`src/rtl/pipe_seq_pkg.sv`:
```
package pipe_seq_pkg;

  typedef enum logic [1:0] {
    CMD_NORMAL = 2'b00,
    CMD_SETUP  = 2'b01,
    CMD_DATA   = 2'b10,
    CMD_MAINT  = 2'b11
  } cmd_kind_e;

  typedef enum logic [2:0] {
    EV_NONE,
    EV_OPEN,
    EV_ADVANCE,
    EV_FINISH,
    EV_VIOLATE,
    EV_UNSUP
  } seq_event_e;

endpackage

```
`src/rtl/pipe_seq_resp.sv`:
```
module pipe_seq_resp
  import pipe_seq_pkg::*;
#(
  parameter int ADDR_W = 16
) (
  input  logic              clk,
  input  logic              rst_n,
  input  seq_event_e        event_i,
  input  logic [ADDR_W-1:0] cmd_addr,
  input  logic              trk_dir,
  output logic              err_o,
  output logic              rst_req_o,
  output logic              fb_valid_o,
  output logic [ADDR_W-1:0] fb_addr_o,
  output logic              fb_write_o,
  output logic              done_o,
  output logic              unsup_o
);

  logic              err_q, err_d;
  logic              rreq_q, rreq_d;
  logic              fbv_q, fbv_d;
  logic [ADDR_W-1:0] fba_q, fba_d;
  logic              fbw_q, fbw_d;
  logic              done_q, done_d;
  logic              unsup_q, unsup_d;

  always_comb begin
    err_d   = (event_i == EV_VIOLATE);
    rreq_d  = (event_i == EV_VIOLATE);
    fbv_d   = (event_i == EV_VIOLATE);
    fba_d   = (event_i == EV_VIOLATE) ? cmd_addr : '0;
    fbw_d   = (event_i == EV_VIOLATE) ? trk_dir  : 1'b0;
    done_d  = (event_i == EV_FINISH);
    unsup_d = (event_i == EV_UNSUP);
  end

  always_ff @(posedge clk or negedge rst_n) begin
    if (!rst_n) begin
      err_q   <= 1'b0;
      rreq_q  <= 1'b0;
      fbv_q   <= 1'b0;
      fba_q   <= '0;
      fbw_q   <= 1'b0;
      done_q  <= 1'b0;
      unsup_q <= 1'b0;
    end else begin
      err_q   <= err_d;
      rreq_q  <= rreq_d;
      fbv_q   <= fbv_d;
      fba_q   <= fba_d;
      fbw_q   <= fbw_d;
      done_q  <= done_d;
      unsup_q <= unsup_d;
    end
  end

  assign err_o      = err_q;
  assign rst_req_o  = rreq_q;
  assign fb_valid_o = fbv_q;
  assign fb_addr_o  = fba_q;
  assign fb_write_o = fbw_q;
  assign done_o     = done_q;
  assign unsup_o    = unsup_q;

  // error, core reset request and fallback always travel together
  p_recovery_set_r6: assert property (@(posedge clk) disable iff (!rst_n)
    err_q |-> (rreq_q && fbv_q));

  // at most one kind of event is reported per cycle
  p_one_event_r11: assert property (@(posedge clk) disable iff (!rst_n)
    $onehot0({err_q, done_q, unsup_q}));

  // fallback fields are zero when no fallback is offered
  p_fb_quiet_r10: assert property (@(posedge clk) disable iff (!rst_n)
    !fbv_q |-> (fba_q == '0 && !fbw_q));

  // pulses last a single cycle unless a new violation arrives
  p_err_pulse_r6: assert property (@(posedge clk) disable iff (!rst_n)
    (err_q && event_i != EV_VIOLATE) |=> !err_q);

endmodule

```
`config.mk`:
```
export PLATFORM = sky130hd
export DESIGN_NAME = pipe_seq_resp
export DESIGN_NICKNAME = d
export VERILOG_FILES = /design/src/rtl/pipe_seq_pkg.sv /design/src/rtl/pipe_seq_resp.sv
export SDC_FILE = /design/constraint.sdc
export NUM_CORES = 1
export LEC_CHECK = 0
export ABC_AREA = 1
export CAP_MARGIN = 15
export CORE_AREA = 2 2 39 41
export DETAILED_ROUTE_END_ITERATION = 6
export DIE_AREA = 0 0 41 43
export DONT_BUFFER_PORTS = 1
export MAX_ROUTING_LAYER = met4
export PLACE_DENSITY = 0.69
export SYNTH_ARGS = -nofsm -noshare
export SYNTH_HDL_FRONTEND = slang
export SYNTH_SLANG_ARGS = --single-unit
```
`constraint.sdc`:
```
create_clock -name clk -period 1 [get_ports clk]
set_clock_uncertainty 0.15 [all_clocks]
set_input_delay 0.05 -clock clk [delete_from_list [all_inputs] [get_ports clk]]
set_output_delay 0.05 -clock clk [all_outputs]
set_load 0.01 [all_outputs]
```
==> impl_metrics.yaml <==
timing:
  unrepaired_setup_endpoints_after_global_routing: "yes"
  setup_violations: 0
  holdWs_ps: -701
  finalHoldViolations: 39
  max_freq_ghz: 1.04
  max-slew-margin-rel_pct: 67.7
  slew_of_the_pin_with_the_lowest_slew_margin_ps: 484
  max_transition_viols_final: 0
  setup_total_negative_slack_ps: 0
  fin_crit_ps: 962
  fin_crit_sh_pct: 96.2
cells_and_area:
  n_antenna_cell: 0
  mostFrequentLayoutCells: "inv_1, dfrtp_1, dlygate4sd3_1"
  area.growth.synth_to_final_pct: 37.6
  final_layout_size_suffix_gt1_share_pct: 26.4
  finalInstanceArea_sq_um: 993
  final_net_count: 111
  final_standard_cell_utilization_of_the_core_pct: 71.8
global_route:
  grt_first_pass_wirelength_mm: 1.90
  grt_antenna_before_repair: 0
  grt_start_max_net_pins: 21
  globalRouteTotalUtil_pct: 16.6
  overflow: 0
  grt_pass1_vias: 467
logic_synthesis:
  synth_largest_type_area_fraction_pct: 69.3
  synth-seq-area-share_pct: 69.3
  postSynthNetCount: 86
  synth_top_cell_by_area: "dfrtp_1"
  ys_seq_elements: 20
  synth.cell_area_sq_um: 722
  synthDistinctLibCells: 10
  post_synth_main_area_contributors: "dfrtp_1, inv_1, nor2_2"
  postSynthAreaPerCell_sq_um: 11.3
  syn-instance-count: 64
  ys.warnings.count: 0
route:
  remaining_routing_drc_violations: 0
  wl_mm: 1.35
  firstDrtPassIters: 1
  viasPerCell: 4.53
  drt-initial-drc-count: 0
  average_detailed_routed_wire_length_per_instance_microns: 13.1
  routed-via-count: 467
  antenna_left: 0
setup_path:
  crit_path_start_kind: "flop"
  crit_arrival_ps: 760
  setup.worst_path.class: "flop to output port"
  cp_data_required_time_ps: 800
  critPathMaxFanout: 3
  timing.critical_path.to_type: "output port"
cts:
  cts_hold_buffers: 20
  path_clk_slew_ps: 100
  clock_root_buffer: "clkbuf_4"
  cts_sinks: 20
  cts_max_level: 1
  cts_buffers: 3
  tritoncts: "done"
  cts_buffer_depth: 2
  cts_setup_buffers: 0
worst_hold_path:
  hold_class: "input pin to asynchronous set/reset pin"
power_and_ir_drop:
  irDropWorstVdd_mv: 0.866
  power.static_leakage_nw: 0.570
  pwr_density_cell_mw_per_mm2: 1340
die:
  die-width_microns: 41
  initial_core_util_pct: 52.2
  boundaryPins: 44
  die_area_sq_mm: 0.00176
  core_area_sq_mm: 0.00138
  placementRows: 14
  fp.dieH_microns: 43
place:
  routabilityCongestion: 0.563
  place_area_sq_um: 716
  detailed_place_hpwl_microns: 712
  port_buffers: 0
outcome:
  status: "finished with violations"
  violations: "hold timing"
run:
  max_capacitance_violation_count: 0
## kinds of logic (layout without fill, tap and decap cells)
| logic type | count (synthesis) | after routing | share of synthesized area, % |
|---|---|---|---|
| buffers and inverters | 22 | 42 | 13.5 |
| DFF | 20 | 20 | 69.3 |
| and+or+nand+nor | 22 | 25 | 17.2 |
## cells in the mapped netlist
master   instances
buf_6            1
buf_4            2
inv_1           19
nand2_4          1
nor2_1           9
dfrtp_1         20
nor2_4           1
nand2_1          1
and3_2           1
nor2_2           9
## state kept, by name (all words and copies together), names as in the netlist
name and flops:
fb_addr_o 16, fb_write_o 1, done_o 1, unsup_o 1, err_o 1
## timing repair
| action | 4_1_cts | 5_1_grt |
|---|---|---|
| setup endpoints to repair | 3 | 19 |
| endpoints found under the hold margin | 40 | 39 |
| pin swaps | 0 | 2 |
| resized for setup | 1 | 10 |
| gates cloned | 0 | 3 |
## worst max-delay path by stage
stage               start             to  slack [ps]  cells past startpoint
5_1_grt             err_o          err_o         -10                      0
3_3_place_gp   event_i[0]  fb_addr_o[15]         310                      3
3_5_place_dp   event_i[0]   fb_addr_o[1]         290                      3
2_1_floorplan       err_o     fb_valid_o         250                      1
4_1_cts        event_i[1]   fb_addr_o[1]          10                      4
6_report            err_o          err_o          40                      0
## cell type report
type | instances | area (sq um)
Sequential cell | 20 | 502
Fill cell | 108 | 390
Timing Repair Buffer | 20 | 205
Multi-Input combinational cell | 25 | 173
Inverter | 19 | 71.3
Clock buffer | 3 | 22.5
Tap cell | 16 | 20.0
## metrics by stage
step	instances	power, W	setup slack, ps
2_1_floorplan	64	0.000915	247
3_3_place_gp	77	0.000914	307
3_5_place_dp	77	0.000915	288
4_1_cts	100	0.00134	11.6
5_1_grt	103	0.00140	-9.86
6_report	103	0.00133	38.3
## routing by layer
metal  wire (microns)  track usage (%)  vias to the layer above
met4                0             8.00                        0
met2              787             29.7                       19
li1                 -                -                      224
met5                0                -                        -
met1              488             16.3                      224
met3               68             2.09                        0
## where the power goes
group | internal [W] | leakage (nW) | switching (W)
combinational | 0.0000736 | 0.284 | 0.0000608
sequential | 0.000831 | 0.272 | 0.0000226
clock | 0.000140 | 0.0138 | 0.000208
Note: power is estimated with default switching activity, not from simulation.
